===== config.mk =====
export PLATFORM = sky130hd
export DESIGN_NAME = spi_cmd_engine
export DESIGN_NICKNAME = d
export VERILOG_FILES = /design/src/rtl/spi_eng_pkg.sv /design/src/rtl/spi_half_tick.sv /design/src/rtl/spi_byte_shifter.sv /design/src/rtl/spi_ring.sv /design/src/rtl/spi_cmd_engine.sv
export SDC_FILE = /design/constraint.sdc
export NUM_CORES = 1
export LEC_CHECK = 0
export BUFFER_PORTS_ARGS = -buffer_cell sky130_fd_sc_hd__buf_2
export CORE_AREA = 2 2 113 115
export DETAILED_ROUTE_END_ITERATION = 10
export DIE_AREA = 0 0 115 117
export GPL_ROUTABILITY_DRIVEN = 0
export PLACE_DENSITY_LB_ADDON = 0.3
export SYNTH_ARGS = -nofsm -noshare
export SYNTH_HDL_FRONTEND = slang
export SYNTH_HIERARCHICAL = 1
export SYNTH_SLANG_ARGS = --single-unit

===== constraint.sdc =====
create_clock -name clk -period 3.06 [get_ports clk]
set_clock_uncertainty 0.15 [all_clocks]
set_input_delay 0.612 -clock clk [delete_from_list [all_inputs] [get_ports clk]]
set_output_delay 0.612 -clock clk [all_outputs]
set_load 0.02 [all_outputs]

===== src/rtl/spi_eng_pkg.sv =====
package spi_eng_pkg;

   typedef enum logic [1:0] {
      SQ_IDLE,
      SQ_OPC,
      SQ_DATA
   } seq_t;

   localparam logic [3:0] OFS_OPC  = 4'h0;
   localparam logic [3:0] OFS_CNT  = 4'h1;
   localparam logic [3:0] OFS_CTL  = 4'h2;
   localparam logic [3:0] OFS_DATA = 4'hC;
   localparam logic [3:0] OFS_STAT = 4'hD;

   localparam int CTL_GO_BIT  = 0;
   localparam int CTL_CLR_BIT = 4;

   localparam logic [7:0] IDLE_FILL = 8'hFF;

endpackage


===== src/rtl/spi_half_tick.sv =====
module spi_half_tick #(
   parameter int CNT_W = 3
) (
   input  logic             clk,
   input  logic             rst_n,
   input  logic             run,
   input  logic [CNT_W-1:0] half_len,
   output logic             tick
);
   logic [CNT_W-1:0] cnt_q;
   logic             at_end;

   assign at_end = (cnt_q == CNT_W'(half_len - 1'b1));
   assign tick   = run && at_end;

   always_ff @(posedge clk or negedge rst_n) begin
      if (!rst_n)      cnt_q <= '0;
      else if (!run)   cnt_q <= '0;
      else if (at_end) cnt_q <= '0;
      else             cnt_q <= cnt_q + 1'b1;
   end
endmodule


===== src/rtl/spi_byte_shifter.sv =====
module spi_byte_shifter #(
   parameter int BITS  = 8,
   parameter int CNT_W = 3
) (
   input  logic             clk,
   input  logic             rst_n,
   input  logic             start,
   input  logic [BITS-1:0]  tx_byte,
   input  logic [CNT_W-1:0] half_len,
   input  logic             miso,
   output logic             sclk,
   output logic             mosi,
   output logic             done,
   output logic [BITS-1:0]  rx_byte
);
   localparam int BIT_W = $clog2(BITS);

   logic             active_q;
   logic [BITS-1:0]  sh_q;
   logic [BITS-1:0]  rx_q;
   logic [BIT_W-1:0] bitn_q;
   logic             sclk_q;
   logic             done_q;
   logic             tick;

   spi_half_tick #(.CNT_W(CNT_W)) u_tick (
      .clk      (clk),
      .rst_n    (rst_n),
      .run      (active_q),
      .half_len (half_len),
      .tick     (tick)
   );

   always_ff @(posedge clk or negedge rst_n) begin
      if (!rst_n) begin
         active_q <= 1'b0;
         sh_q     <= '0;
         rx_q     <= '0;
         bitn_q   <= '0;
         sclk_q   <= 1'b0;
         done_q   <= 1'b0;
      end else if (start) begin
         active_q <= 1'b1;
         sh_q     <= tx_byte;
         bitn_q   <= '0;
         sclk_q   <= 1'b0;
         done_q   <= 1'b0;
      end else begin
         done_q <= 1'b0;
         if (active_q && tick) begin
            if (!sclk_q) begin
               sclk_q <= 1'b1;
               rx_q   <= {rx_q[BITS-2:0], miso};
            end else begin
               sclk_q <= 1'b0;
               if (bitn_q == BIT_W'(BITS - 1)) begin
                  active_q <= 1'b0;
                  done_q   <= 1'b1;
               end else begin
                  bitn_q <= bitn_q + 1'b1;
                  sh_q   <= {sh_q[BITS-2:0], 1'b0};
               end
            end
         end
      end
   end

   assign sclk    = sclk_q;
   assign mosi    = sh_q[BITS-1];
   assign done    = done_q;
   assign rx_byte = rx_q;
endmodule


===== src/rtl/spi_ring.sv =====
module spi_ring #(
   parameter int DEPTH          = 8,
   parameter int W              = 8,
   parameter bit CLEAR_ON_RESET = 1'b0
) (
   input  logic                     clk,
   input  logic                     rst_n,
   input  logic                     clr,
   input  logic                     adv,
   input  logic                     wr_en,
   input  logic [W-1:0]             wdata,
   output logic [$clog2(DEPTH)-1:0] ptr,
   output logic [W-1:0]             rd_cur,
   output logic [W-1:0]             rd_nxt
);
   localparam int PTR_W = $clog2(DEPTH);

   logic [W-1:0]     slot_q [DEPTH];
   logic [PTR_W-1:0] ptr_q;
   logic [PTR_W-1:0] ptr_inc;

   assign ptr_inc = PTR_W'(ptr_q + 1'b1);

   always_ff @(posedge clk or negedge rst_n) begin
      if (!rst_n)   ptr_q <= '0;
      else if (clr) ptr_q <= '0;
      else if (adv) ptr_q <= ptr_inc;
   end

   generate
      if (CLEAR_ON_RESET) begin : g_rst_store
         always_ff @(posedge clk or negedge rst_n) begin
            if (!rst_n) begin
               for (int i = 0; i < DEPTH; i++) slot_q[i] <= '0;
            end else if (wr_en) begin
               slot_q[ptr_q] <= wdata;
            end
         end
      end else begin : g_plain_store
         always_ff @(posedge clk) begin
            if (wr_en) slot_q[ptr_q] <= wdata;
         end
      end
   endgenerate

   assign ptr    = ptr_q;
   assign rd_cur = slot_q[ptr_q];
   assign rd_nxt = slot_q[ptr_inc];
endmodule


===== src/rtl/spi_cmd_engine.sv =====
module spi_cmd_engine
   import spi_eng_pkg::*;
#(
   parameter int  RING_DEPTH     = 8,
   parameter int  SPEED_W        = 2,
   parameter bit  CLEAR_ON_RESET = 1'b0
) (
   input  logic       clk,
   input  logic       rst_n,
   input  logic [3:0] reg_addr,
   input  logic       reg_wr,
   input  logic       reg_rd,
   input  logic [7:0] reg_wdata,
   output logic [7:0] reg_rdata,
   output logic       spi_sclk,
   output logic       spi_cs_n,
   output logic       spi_mosi,
   input  logic       spi_miso
);
   localparam int PTR_W  = $clog2(RING_DEPTH);
   localparam int HALF_W = SPEED_W + 1;
   localparam int LEFT_W = 5;

   generate
      if (RING_DEPTH != (1 << PTR_W) || PTR_W > 3 || PTR_W < 1) begin : g_bad_depth
         $error("RING_DEPTH must be a power of two from 2 to 8");
      end
      if (SPEED_W != 2) begin : g_bad_speed
         $error("SPEED_W must be 2 to fit bits 5:4 of the status register");
      end
   endgenerate

   logic [7:0]         op_q, cnt_q, kick_byte_q;
   logic [SPEED_W-1:0] speed_q;
   logic               exec_q, cs_q, kick_q;
   logic [LEFT_W-1:0]  left_q;
   logic [3:0]         txleft_q;
   seq_t               state_q;

   logic               host_ok, wr_hit_ctl, go, ptr_clr;
   logic               host_data_wr, host_data_rd, eng_store;
   logic [PTR_W-1:0]   ring_ptr;
   logic [7:0]         ring_cur, ring_nxt, sh_rx;
   logic               sh_done;
   logic [HALF_W-1:0]  half_len;

   assign host_ok      = !exec_q;
   assign wr_hit_ctl   = reg_wr && host_ok && (reg_addr == OFS_CTL);
   assign go           = wr_hit_ctl && reg_wdata[CTL_GO_BIT];
   assign ptr_clr      = wr_hit_ctl && reg_wdata[CTL_CLR_BIT];
   assign host_data_wr = reg_wr && host_ok && (reg_addr == OFS_DATA);
   assign host_data_rd = reg_rd && host_ok && (reg_addr == OFS_DATA);
   assign eng_store    = sh_done && (state_q == SQ_DATA);
   assign half_len     = HALF_W'(speed_q) + 1'b1;

   spi_ring #(.DEPTH(RING_DEPTH), .W(8), .CLEAR_ON_RESET(CLEAR_ON_RESET)) u_ring (
      .clk    (clk),
      .rst_n  (rst_n),
      .clr    (ptr_clr),
      .adv    (host_data_wr | host_data_rd | eng_store),
      .wr_en  (host_data_wr | eng_store),
      .wdata  (eng_store ? sh_rx : reg_wdata),
      .ptr    (ring_ptr),
      .rd_cur (ring_cur),
      .rd_nxt (ring_nxt)
   );

   spi_byte_shifter #(.BITS(8), .CNT_W(HALF_W)) u_shift (
      .clk      (clk),
      .rst_n    (rst_n),
      .start    (kick_q),
      .tx_byte  (kick_byte_q),
      .half_len (half_len),
      .miso     (spi_miso),
      .sclk     (spi_sclk),
      .mosi     (spi_mosi),
      .done     (sh_done),
      .rx_byte  (sh_rx)
   );

   // host-visible configuration registers
   always_ff @(posedge clk or negedge rst_n) begin
      if (!rst_n) begin
         op_q    <= '0;
         cnt_q   <= '0;
         speed_q <= '0;
      end else if (reg_wr && host_ok) begin
         case (reg_addr)
            OFS_OPC:  op_q    <= reg_wdata;
            OFS_CNT:  cnt_q   <= reg_wdata;
            OFS_STAT: speed_q <= reg_wdata[5:4];
            default:  ;
         endcase
      end
   end

   // command sequencer
   always_ff @(posedge clk or negedge rst_n) begin
      if (!rst_n) begin
         state_q     <= SQ_IDLE;
         exec_q      <= 1'b0;
         cs_q        <= 1'b1;
         kick_q      <= 1'b0;
         kick_byte_q <= '0;
         left_q      <= '0;
         txleft_q    <= '0;
      end else begin
         kick_q <= 1'b0;
         case (state_q)
            SQ_IDLE: if (go) begin
               exec_q      <= 1'b1;
               cs_q        <= 1'b0;
               kick_q      <= 1'b1;
               kick_byte_q <= op_q;
               txleft_q    <= cnt_q[3:0];
               left_q      <= LEFT_W'(cnt_q[7:4]) + LEFT_W'(cnt_q[3:0]);
               state_q     <= SQ_OPC;
            end
            SQ_OPC: if (sh_done) begin
               if (left_q == '0) begin
                  exec_q  <= 1'b0;
                  cs_q    <= 1'b1;
                  state_q <= SQ_IDLE;
               end else begin
                  kick_q      <= 1'b1;
                  kick_byte_q <= (txleft_q != '0) ? ring_cur : IDLE_FILL;
                  state_q     <= SQ_DATA;
               end
            end
            SQ_DATA: if (sh_done) begin
               left_q <= left_q - 1'b1;
               if (txleft_q != '0) txleft_q <= txleft_q - 1'b1;
               if (left_q == LEFT_W'(1)) begin
                  exec_q  <= 1'b0;
                  cs_q    <= 1'b1;
                  state_q <= SQ_IDLE;
               end else begin
                  kick_q      <= 1'b1;
                  kick_byte_q <= (txleft_q > 4'd1) ? ring_nxt : IDLE_FILL;
               end
            end
            default: state_q <= SQ_IDLE;
         endcase
      end
   end

   assign spi_cs_n = cs_q;

   always_comb begin
      reg_rdata = '0;
      case (reg_addr)
         OFS_OPC:  reg_rdata = op_q;
         OFS_CNT:  reg_rdata = cnt_q;
         OFS_CTL:  reg_rdata = {7'd0, exec_q};
         OFS_DATA: reg_rdata = ring_cur;
         OFS_STAT: reg_rdata = {2'b00, speed_q, 1'b0, 3'(ring_ptr)};
         default:  reg_rdata = '0;
      endcase
   end
endmodule


# Word-level counts from Yosys, hierarchy flattened
# Memory sizes are Yosys's and may differ from the RTL's.
# Cells that the tools add are included.
[word_totals] out_inout_bits=11 wordCells=149 memories=1 register_bits=68 inputBits=17 mem_bits_rw=64
[classes] reduce_logical=32 n_bitwise=5 mux=66 eq_ne=18 order_cmp=1 add_sub_neg=8
[memory_table] name="u_ring.slot_q" depth=8 width=8 read_ports=2 rd_clocked_by_memory_dff=0 wr=1 line="spi_ring.sv:18" rtl="logic [W-1:0] slot_q [DEPTH];"
[op_table] op="8-bit two-way mux" count=12
[op_table] op="8-bit one-hot mux with 5 select lines" count=1
[op_table] op="1-bit two-way mux" count=28
[op_table] op="3-bit two-way mux" count=8
[op_table] op="8-bit one-hot mux with 3 select lines" count=1
[op_table] op="4-bit two-way mux" count=3
[op_table] op="3-bit AND reduction" count=4
[op_table] op="6-bit AND reduction" count=2
[op_table] op="1-bit logical AND" count=10
[op_table] op="2-bit two-way mux" count=5
[op_table] op="5-bit two-way mux" count=2
[op_table] op="2-bit inequality test (second input constant)" count=5
[op_table] op="5-bit one-hot mux with 2 select lines" count=1
[op_table] op="2-bit nonzero test" count=5
[op_table] op="3-bit by 1-bit adder with 3-bit output (second input constant)" count=3
[op_table] op="1-bit one-hot mux with 3 select lines" count=3
[op_table] op="4-bit equality test (second input constant)" count=2
[op_table] op="2-bit by 1-bit inequality test with 1-bit output (second input constant)" count=4
[op_table] op="4-bit one-hot mux with 2 select lines" count=1
[op_table] op="4-bit AND reduction" count=2
[op_table] op="2-bit one-hot mux with 3 select lines" count=1
[op_table] op="2-bit AND reduction" count=3
[op_table] op="4-bit by 4-bit adder with 5-bit output" count=1
[op_table] op="5-bit by 1-bit equality test with 1-bit output (second input constant)" count=1
[op_table] op="19 further kinds" count=22

# Longest topological paths before layout
# Gate-level depths: netlist of run 1.
[depth] ltp_word=7 depth_mapped=9 depth_no_buf=9

# Cells and area by module
# Netlist of run 1, hierarchy kept.
[modules_own_cells] module="spi_ring" area_per_inst_um2=3191.8 cells_per_inst=190 instances=1 seq_area_each_um2=1996.9
[modules_own_cells] module="spi_cmd_engine" area_per_inst_um2=2722.6 cells_per_inst=270 instances=1 seq_area_each_um2=1002.2
[modules_own_cells] module="spi_byte_shifter" area_per_inst_um2=1026.0 cells_per_inst=66 instances=1 seq_area_each_um2=550.5
[modules_own_cells] module="spi_half_tick" area_per_inst_um2=221.5 cells_per_inst=21 instances=1 seq_area_each_um2=75.1

# Worst setup path after synthesis of run 1
# Ideal clock, no wire load.
[synth_timing] path_type="input to register" start="in reg_addr[1]" end="mem u_ring.slot_q[1][0], enable pin" path_slack_ns=0.205 t_arrival_ns=2.322 required_time_ns=2.527 cell_stages=6 n_path_buf=1 setup_time_ns=0.383 cell_sequence="buf_2 nor3_1 nand2_1 nand2_1 nand2_1 nor3_1"
[synth_via] elab_chain_cells=5
[synth_lines] item="from (decl)" line="spi_cmd_engine.sv:10" rtl="input logic [3:0] reg_addr,"
[synth_lines] item="4-bit equality test" line="spi_cmd_engine.sv:51" rtl="assign host_data_wr = reg_wr && host_ok && (reg_addr == OFS_DATA);"
[synth_lines] item="1-bit logical AND" line="spi_cmd_engine.sv:51"
[synth_lines] item="1-bit bitwise OR" line="spi_cmd_engine.sv:61" rtl=".wr_en (host_data_wr | eng_store),"
[synth_lines] item="1-bit two-way mux" line="spi_ring.sv:41" rtl="if (wr_en) slot_q[ptr_q] <= wdata;"
[synth_lines] item="1-bit two-way mux (implied by the code)" line="spi_ring.sv:41"
[synth_lines] item="to (decl)" line="spi_ring.sv:18"
# No other way between the ends.

# Worst setup path after layout of run 1
[layout_timing] start="reg u_ring.ptr_q[1], in the netlist u_ring/ptr[1]" end="out reg_rdata[0]"
[layout_via] elab_chain_cells=2
[layout_lines] item="from (decl)" line="spi_ring.sv:19" rtl="logic [PTR_W-1:0] ptr_q;"
[layout_lines] item="from (signal assigned)" line="spi_ring.sv:27" rtl="else if (adv) ptr_q <= ptr_inc;"
[layout_lines] item="memory 8 x 8 bit"
[layout_lines] item="named net ring_cur[0]" line="spi_cmd_engine.sv:43" rtl="logic [7:0] ring_cur, ring_nxt, sh_rx;"
[layout_lines] item="8-bit one-hot mux with 5 select lines" line="spi_cmd_engine.sv:151" rtl="case (reg_addr)"
[layout_lines] item="to (decl)" line="spi_cmd_engine.sv:14" rtl="output logic [7:0] reg_rdata,"
# The timed path passes the listed nets, and every way through them passes these cells.

==> results by group, run 1 <==
Timing
  • Post-layout min period: 2.99 ns
  • Hold_ws: 0.0260 ns
  • PnR worst setup slack: between 0.07 and 0.08 ns
  • Final hold vios: 0
  • Achievable Freq: 335 MHz
  • Worst-Margin Slew: ~0.98 ns
  • Final setup violation count: 0
  • Max_slew headroom: around a third
  • Slew Viols, Final: 0
  • Fin crit share: 97.7%
  • RSZ-0062 raised after global routing: true

Drt
  • Detailed Route WL: 17.8 mm
  • Average via count per standard cell: 6.54
  • DR DRC count: 0
  • Number of nets with antenna violations after routing: 0
  • Vias: ~5,000
  • DRT iter0 DRCs: approximately 460
  • Number of detailed-route iterations in the first pass: 7
  • Wire per inst: 23.0 um

Yosys
  • Synth top area cells: edfxtp_1, dfrtp_1, mux2_2, mux4_2, ha_1
  • Seq/Total Area, Yosys: between 50% and 60%
  • Cell Area, Synth: approximately 7000 sq um
  • Most frequent cell after synthesis: dfrtp_1
  • XOR/XNOR share of the synthesized area: under 10%
  • Adder-cell share of the synthesized area: about 3.8%
  • Synth area leader: edfxtp_1
  • Synth warn: 6
  • Syn Inst Count: 547
  • Number of synthesized flops with an enable pin: 64
  • Netlist cell types: 73
  • Yosys reg bits: 132
  • Post-synth top cells: dfrtp_1, edfxtp_1, mux2_2
  • Syn Area/Cell: 13.1 sq um
  • Post-Synth Simple-Gate Area: 8.67%
  • Synth top area share: 26.8%
  • Main combinational cell family by area after synthesis: multiplexers
  • Synth Flop Type: dfrtp_1
  • Mapped Nets: 585
  • Post-synthesis compound-gate area fraction: 10.9%
  • Post-synthesis mux area share: 20.5%
  • Share of synthesized registers carrying an async set or reset: 51.5%

CTS
  • CTS Root Cell: clkbuf_16
  • Clk buf depth: 2
  • Clock sinks: 132
  • Hold Buf Count CTS: 0
  • Htree depth: 4
  • Clk_lat worst skew: 0.43 ns
  • Clk pin slew, worst setup/hold paths: 0.06 ns
  • CTS tree: built
  • CTS Buf Count: 17

Setup path
  • Reg2Reg Depth: 9
  • RR Startpoint: u_ring/ptr[0]$_DFFE_PN0P_
  • CP Capture Type: primary output
  • Worst path required time: 2.30 ns
  • Setup CP Type: reg -> out
  • Startpoint Class: flip-flop
  • Largest fanout on the critical path: 13
  • Arr. time, crit path: ~2.2 ns
  • Reg2reg end: kick_byte_q[1]$_DFFE_PN0P_
  • Register-to-register setup slack: 0.11 ns

Layout
  • Layout Cells excl Fill: 775
  • Layout net count: 650
  • Area growth from synthesis to layout: 17.0%
  • Layout cells sized above 1: 33.6%
  • Final core utilization: between 60% and 70%
  • Number of antenna cells inserted: 0

Status
  • Outcome: finished clean

Floorplan
  • Number of cell rows: 41
  • Starting Density: 58.2%
  • DIE WIDTH: 115 um
  • Core area: between 10,000 and 15,000 sq um
  • Die area: 13,500 sq um
  • Boundary pin count: 28
  • Die Ht: 117 um

Global route
  • Largest net degree at the start of global routing: 48
  • Antenna violations before repair: 0
  • First-pass GRT wire length: roughly 28 mm
  • Total GRT Usage: 28.2%
  • GRT Residual Overflow: 0
  • Vias in the first global route: 5,120

Placement
  • Pre-CTS worst setup slack: 0.222 ns
  • DP HPWL: around 12 mm
  • Port bufs: 27
  • Inst Count DP: 730

Pwr
  • PD cells: 521 nW/um^2
  • Max IR drop VDD: approximately 0.57 mV
  • Leakage power: 3.46 nW

Job
  • Max_cap viols: 0

Worst hold path
  • Hold Crit Class: in -> async
## layout make-up
class	count	area, sq um
clock buffers	21	440
well taps	150	188
multi-input cells	353	3300
inverters	37	143
fillers	860	3930
clock inverters	11	87.6
flip-flops and latches	132	3630
repair buffers	71	592
## stage by stage
step                      power (mW)  setup TNS, ns  cell area, sq um
after global routing            4.54         -0.185              8380
after global placement          2.52              0              7590
after floorplan                 2.40              0              7160
after CTS                       4.40              0              8250
final                           4.37              0              8380
after detailed placement        2.56              0              7590
## per-layer routing
| layer | global-route usage [%] | wire length (um) | part of all wire, % | up-vias |
|---|---|---|---|---|
| li1 | - | - | - | 2213 |
| met1 | 34.7 | 6840 | 38 | 2566 |
| met5 | 0 | 0 | 0 | - |
| met3 | 6.64 | 1250 | 7.0 | 59 |
| met2 | 46.7 | 8880 | 50 | 227 |
| met4 | 15.0 | 838 | 4.7 | 0 |
## worst max-delay path by stage
stage / start / to / slack [ns] / cells after the start
4_1_cts: u_ring/ptr[0]$_DFFE_PN0P_ / reg_rdata[6] / 0.009 / 8
3_3_place_gp: speed_q[0]$_DFFE_PN0P_ / u_shift/rx_byte[1]$_DFFE_PN0P_ / 0.33 / 9
5_1_grt: u_ring/ptr[2]$_DFFE_PN0P_ / reg_rdata[3] / -0.09 / 7
3_5_place_dp: speed_q[0]$_DFFE_PN0P_ / u_shift/rx_byte[5]$_DFFE_PN0P_ / 0.22 / 9
6_report: u_ring/ptr[1]$_DFFE_PN0P_ / reg_rdata[0] / 0.07 / 7
2_1_floorplan: reg_addr[1] / u_ring/slot_q[1][0]$_DFFE_PP_ / 0.20 / 6
## power by group
group          leakage (nW)  internal (mW)  switching (mW)
clock network         0.249           1.10           0.736
logic                  1.76          0.230           0.220
registers              1.45           1.96           0.118
## critical path, stage by stage, from the launching register on
cell,delay [ns]
dfrtp_2,0.42
buf_6,0.20
mux2i_1,0.22
o32a_1,0.17
o211ai_1,0.13
a222oi_1,0.37
inv_1,0.12
buf_2,0.18
## logic make-up (layout without fill, tap and decap cells)
| logic type | count (synthesis) | after routing |
|---|---|---|
| flip-flops | 132 | 132 |
| multiplexers | 112 | 112 |
| AND/OR/NAND/NOR | 110 | 110 |
| AO/OA/AOI/OAI | 101 | 101 |
| buffers and inverters | 62 | 140 |
| adder cells (fa/ha/maj) | 21 | 21 |
| XOR/XNOR | 9 | 9 |
## flip-flops by register name (all words and copies together) (netlist names), 3 cells and up
signal and cells:
u_shift/u_tick/cnt_q 3, txleft_q 4, u_ring/ptr 3, kick_byte_q 8, u_shift/bitn_q 3, left_q 5
u_shift/sh_q 8, u_ring/slot_q 64, op_q 8, cnt_q 8, u_shift/rx_byte 8
## cells in the final DEF (no fill, tap or decap), types with 10 or more instances in the layout
| cell type | count |
|---|---|
| a21oi_1 | 14 |
| a22oi_1 | 11 |
| buf_2 | 25 |
| buf_4 | 34 |
| clkbuf_16 | 17 |
| dfrtp_1 | 64 |
| edfxtp_1 | 64 |
| ha_1 | 20 |
| inv_1 | 36 |
| mux2_2 | 56 |
| mux2i_1 | 20 |
| mux4_2 | 18 |
| nand2_1 | 27 |
| nand3_1 | 10 |
| nor2_1 | 17 |
| o21ai_0 | 15 |
## timing repair
item / in CTS / in global routing
resized for setup: 13 / 17
endpoints found under the setup margin: 8 / 8
hold endpoints to repair: 0 / 0
buffers inserted: 5 / 6
gates cloned: 2 / 0
pin swaps: 3 / 10
(Power assumes the default switching activity.)
==> run 2, diff against run 1 <==
--- a/config.mk
+++ b/config.mk
@@ -11,6 +11,7 @@
 export DIE_AREA = 0 0 115 117
 export GPL_ROUTABILITY_DRIVEN = 0
 export PLACE_DENSITY_LB_ADDON = 0.3
+export SETUP_SLACK_MARGIN = 0.15
 export SYNTH_ARGS = -nofsm -noshare
 export SYNTH_HDL_FRONTEND = slang
 export SYNTH_HIERARCHICAL = 1
==> results by group, run 2 (synthesis gave the netlist of run 1 again) <==
Status
  • Outcome: finished with violations
  • Failing checks: negative setup slack

Placement
  • DP HPWL: 12.3 mm
  • Port bufs: 27
  • Placed Area: 7590 sq um
  • Pre-CTS worst setup slack: about 0.22 ns

Setup path
  • Worst path required time: ~2.3 ns
  • Reg2Reg Depth: 15
  • Worst setup path endpoint: reg_rdata[0]
  • Register-to-register setup slack: 0.20 ns
  • Levels on crit path: 7
  • Reg2reg end: kick_byte_q[1]$_DFFE_PN0P_
  • RR Startpoint: u_ring/ptr[1]$_DFFE_PN0P_
  • Largest fanout on the critical path: 13
  • Setup CP Type: reg -> out
  • Startpoint Class: flip-flop
  • Slowest CP cell: dfrtp_2
  • Crit path max-delay family: compound AO/OA/AOI/OAI gates
  • Worst setup path start: u_ring/ptr[1]$_DFFE_PN0P_
  • CP bufs+invs: 3
  • Critical Path Max Stage Delay: 0.45 ns
  • CP Capture Type: primary output
  • Critical path cell sequence: buf_12, mux2i_1, o32a_1, o211ai_1, a222oi_1, inv_1, buf_6
  • Arr. time, crit path: 2.33 ns

Timing
  • Final setup violation count: 2
  • Worst-Margin Slew: 1.07 ns
  • Post-layout min period: 3.09 ns
  • Achievable Freq: 324 MHz
  • Fin crit share: 101%
  • Slew Viols, Final: 0
  • PnR worst setup slack: -0.0271 ns
  • Final hold vios: 0
  • RSZ-0062 raised after global routing: true
  • Max_slew headroom: 28.7%

Floorplan
  • Core area: 12,300 sq um
  • Die Ht: 117 um
  • Die area: roughly 13,000 sq um
  • Starting Density: 58.2%
  • DIE WIDTH: 115 um
  • Number of cell rows: 41
  • Boundary pin count: 28

Global route
  • First-pass GRT wire length: 28.7 mm
  • GRT Residual Overflow: 0
  • Largest net degree at the start of global routing: between 40 and 50
  • Vias in the first global route: 5,305
  • Total GRT Usage: about 29%
  • Antenna violations before repair: 0

Drt
  • Vias: 5,238
  • Wire per inst: about 24 um
  • Average via count per standard cell: 6.58
  • DRT iter0 DRCs: 491
  • DR DRC count: 0
  • Detailed Route WL: 18.9 mm
  • Number of detailed-route iterations in the first pass: 6
  • Number of nets with antenna violations after routing: 0

Pwr
  • Max IR drop VDD: roughly 0.57 mV
  • Tot Pwr: 4.42 mW
  • Leakage power: roughly 3.6 nW
  • PD cells: 504 nW/um^2

Worst hold path
  • Hold Crit Class: in -> async

Layout
  • Area growth from synthesis to layout: 22.3%
  • Most frequent cells in the layout: dfrtp_1, edfxtp_1, mux2_2, buf_4, inv_1
  • Layout net count: 671
  • Layout cells sized above 1: between 30% and 40%
  • Storage element area: around 3600 sq um
  • Max reg flops: 64
  • Multi-input gate area: 3390 sq um
  • Fill count: 795
  • Number of antenna cells inserted: 0
  • Cell area after layout: about 8800 sq um
  • Top reg by flops: u_ring/slot_q

CTS
  • Htree depth: 4
  • Clk_lat worst skew: approximately 0.42 ns
  • Clk pin slew, worst setup/hold paths: 0.06 ns
  • Clk buf depth: 2
  • CTS tree: built
  • CTS Root Cell: clkbuf_16
  • Clock sinks: 132
  • Hold Buf Count CTS: 0
  • CTS Buf Count: 17

Job
  • Max_cap viols: 0
run 2: stage by stage:
stage	util, %	hold WS, ns	TNS (ns)	instances
floorplan	-	0.166	0	547
global placement	61.6	0.330	0	730
detailed placement	61.6	0.333	0	730
CTS	69.1	0.0290	0	785
global route	71.2	0.0509	-0.380	796
finish	71.2	0.0293	-0.0400	796
run 2: layout make-up:
| type | count | area share (%) |
|---|---|---|
| tap | 150 | 2.14 |
| clock inverter | 11 | 1.00 |
| inverter | 37 | 1.63 |
| multi-input combinational | 353 | 38.7 |
| clock buffer | 21 | 5.03 |
| timing repair buffer | 92 | 10.1 |
| sequential | 132 | 41.4 |
run 2: how the worst min path moves through the flow:
stage / start / to / slack, ns / cells past startpoint
final: rst_n / left_q[1]$_DFFE_PN0P_ / 0.03 / 1
after global routing: rst_n / txleft_q[1]$_DFFE_PN0P_ / 0.05 / 1
after CTS: rst_n / state_q[1]$_DFFE_PN0P_ / 0.03 / 1
after detailed placement: u_shift/sh_q[0]$_DFFE_PN0P_ / u_shift/sh_q[0]$_DFFE_PN0P_ / 0.33 / 1
after global placement: u_shift/u_tick/cnt_q[0]$_DFF_PN0_ / u_shift/u_tick/cnt_q[0]$_DFF_PN0_ / 0.33 / 1
after floorplan: rst_n / cnt_q[0]$_DFFE_PN0P_ / 0.17 / 0
run 2: repair_timing:
item / CTS / global route
gates cloned: 3 / 0
resized for setup: 39 / 39
pin swaps: 20 / 13
buffers inserted: 20 / 11
endpoints found under the setup margin: 16 / 18
run 2: where the power goes:
group          switching (mW)  internal [mW]
sequential              0.119           1.96
clock                   0.737           1.10
combinational           0.234          0.261
run 2: routing by layer:
metal / up-vias / track usage (%) / routed length [um]
met5: - / 0 / 0
met4: 0 / 14.8 / 877
met3: 63 / 6.64 / 1400
met2: 279 / 48.2 / 9610
met1: 2631 / 35.4 / 7050
li1: 2265 / - / -
==> run 3, diff against run 2 <==
--- a/config.mk
+++ b/config.mk
@@ -10,9 +10,11 @@
 export DETAILED_ROUTE_END_ITERATION = 10
 export DIE_AREA = 0 0 115 117
 export GPL_ROUTABILITY_DRIVEN = 0
+export HOLD_SLACK_MARGIN = 0.1
 export PLACE_DENSITY_LB_ADDON = 0.3
 export SETUP_SLACK_MARGIN = 0.15
 export SYNTH_ARGS = -nofsm -noshare
 export SYNTH_HDL_FRONTEND = slang
 export SYNTH_HIERARCHICAL = 1
 export SYNTH_SLANG_ARGS = --single-unit
+export TNS_END_PERCENT = 30
==> results by group, run 3 (synthesis gave the netlist of run 1 again) <==
Status
  • Outcome: finished clean

Placement
  • Placed Area: 7590 sq um
  • DP HPWL: 12.3 mm
  • Port bufs: 27

Setup path
  • Setup CP Type: reg -> out
  • Arr. time, crit path: about 2.3 ns
  • Startpoint Class: flip-flop
  • Slowest CP cell: dfrtp_2
  • CP bufs+invs: 5
  • Critical Path Max Stage Delay: about 0.45 ns
  • RR Startpoint: speed_q[1]$_DFFE_PN0P_
  • Largest fanout on the critical path: 5
  • Worst setup path start: u_ring/ptr[0]$_DFFE_PN0P_
  • Critical path cell sequence: buf_12, buf_16, buf_12, a21oi_2, a211o_1, o211ai_1, a222oi_1, inv_1, buf_6
  • CP Capture Type: primary output
  • Crit path max-delay family: compound AO/OA/AOI/OAI gates
  • Worst path required time: 2.30 ns
  • Most frequent cell on the critical path: buf_12

CTS
  • CTS tree: built
  • Clk buf depth: 2
  • Clk pin slew, worst setup/hold paths: 0.06 ns
  • CTS Buf Count: 17
  • Clk_lat worst skew: between 0.4 and 0.5 ns
  • Clock sinks: 132
  • Htree depth: 4
  • CTS Root Cell: clkbuf_16

Global route
  • Antenna violations before repair: 0
  • Total GRT Usage: 28.4%
  • GRT Residual Overflow: 0
  • Vias in the first global route: 5,196
  • Largest net degree at the start of global routing: 48
  • First-pass GRT wire length: 28.3 mm

Pwr
  • Leakage power: 3.56 nW
  • PD cells: approximately 520 nW/um^2
  • Max IR drop VDD: ~0.57 mV

Layout
  • Number of antenna cells inserted: 0
  • Top reg by flops: u_ring/slot_q
  • Cell area after layout: 8540 sq um
  • Max reg flops: 64
  • Most frequent cells in the layout: dfrtp_1, edfxtp_1, mux2_2, buf_4, inv_1
  • Area growth from synthesis to layout: 19.2%
  • Layout cells sized above 1: 34.6%
  • Layout net count: 655

Floorplan
  • Die Ht: 117 um
  • Number of cell rows: 41
  • Core area: 12,300 sq um
  • DIE WIDTH: 115 um
  • Boundary pin count: 28
  • Die area: 13,500 sq um
  • Starting Density: 58.2%

Job
  • Max_cap viols: 0

Timing
  • Fin crit share: 98.5%
  • Worst-Margin Slew: roughly 1 ns
  • Final setup TNS: 0 ns
  • RSZ-0062 raised after global routing: true
  • Post-layout min period: between 3 and 4 ns
  • Final setup violation count: 0
  • Max_slew headroom: 34.1%
  • Slew Viols, Final: 0
  • Achievable Freq: 332 MHz
  • Final hold vios: 0

Drt
  • Number of nets with antenna violations after routing: 0
  • DRT iter0 DRCs: between 500 and 600
  • DR DRC count: 0
  • Wire per inst: between 20 and 25 um
  • Detailed Route WL: between 15 and 20 mm
  • Number of detailed-route iterations in the first pass: 8
  • Vias: slightly above 5,000
  • Average via count per standard cell: 6.48

Worst hold path
  • Hold Crit Start: spi_miso
  • Hold Crit Class: in -> reg
[run 3: changes by cell type in the layout (fill, tap and decap cells not counted), sizes merged]
cell         before  now
dlygate4sd3       0    1
buf              91   74
[run 3: what timing repair did]
| item | CTS | global route |
|---|---|---|
| pin swaps | 13 | 11 |
| hold buffers | 1 | 0 |
| cloned | 3 | 0 |
| setup buffers | 12 | 2 |
| resized for setup | 29 | 27 |
| setup endpoints to repair | 16 | 17 |
| endpoints found under the hold margin | 20 | 0 |
[run 3: worst reg2reg max path: stages (launching register included)]
cell	delay (ns)
dfrtp_1	0.40
ha_1	0.30
inv_1	0.07
ha_2	0.19
xor3_1	0.24
nor3_2	0.29
and2_4	0.22
nand2_4	0.07
nor3_4	0.46
mux2_2	0.40
[run 3: final timing paths]
check,end,slack [ns],cells past startpoint
worst min register to register,u_shift/sh_q[0]$_DFFE_PN0P_,0.36,1
worst max-delay path,reg_rdata[0],0.05,9
worst min-delay path,u_shift/rx_byte[0]$_DFFE_PN0P_,0.28,2
worst max register to register,u_shift/rx_byte[0]$_DFFE_PN0P_,0.17,9
min in group asynchronous,state_q[1]$_DFFE_PN0P_,0.57,2
max in group asynchronous,u_ring/ptr[0]$_DFFE_PN0P_,1.53,3
[run 3: per-layer routing]
layer	GRT usage (%)	share of wire, %	up-vias
met1	34.9	39	2507
met5	0	0	-
met2	47.9	49	250
met4	13.3	4.8	0
met3	6.69	6.6	67
li1	-	-	2231
[run 3: report_power, final]
part           switching (mW)  internal, mW
combinational           0.237         0.271
clock                   0.729          1.10
sequential              0.124          1.96
[run 3: area by class of cell]
| cell class | instances | area, sq um |
|---|---|---|
| Fill cell | 827 | 3770 |
| Timing Repair Buffer | 76 | 699 |
| Clock inverter | 11 | 87.6 |
| Clock buffer | 21 | 440 |
| Multi-Input combinational cell | 353 | 3350 |
| Sequential cell | 132 | 3630 |
| Tap cell | 150 | 188 |
| Inverter | 37 | 143 |
[run 3: stage by stage]
step | utilization [%] | power, mW | std cells | worst slack, ns | hold slack [ns]
final | 69.3 | 4.43 | 780 | 0.0472 | 0.282
after floorplan | - | 2.40 | 547 | 0.205 | 0.166
after global routing | 69.3 | 4.59 | 780 | -0.115 | 0.285
after detailed placement | 61.6 | 2.56 | 730 | 0.222 | 0.333
after CTS | 68.3 | 4.40 | 778 | 0.0374 | 0.269
after global placement | 61.6 | 2.52 | 730 | 0.326 | 0.330
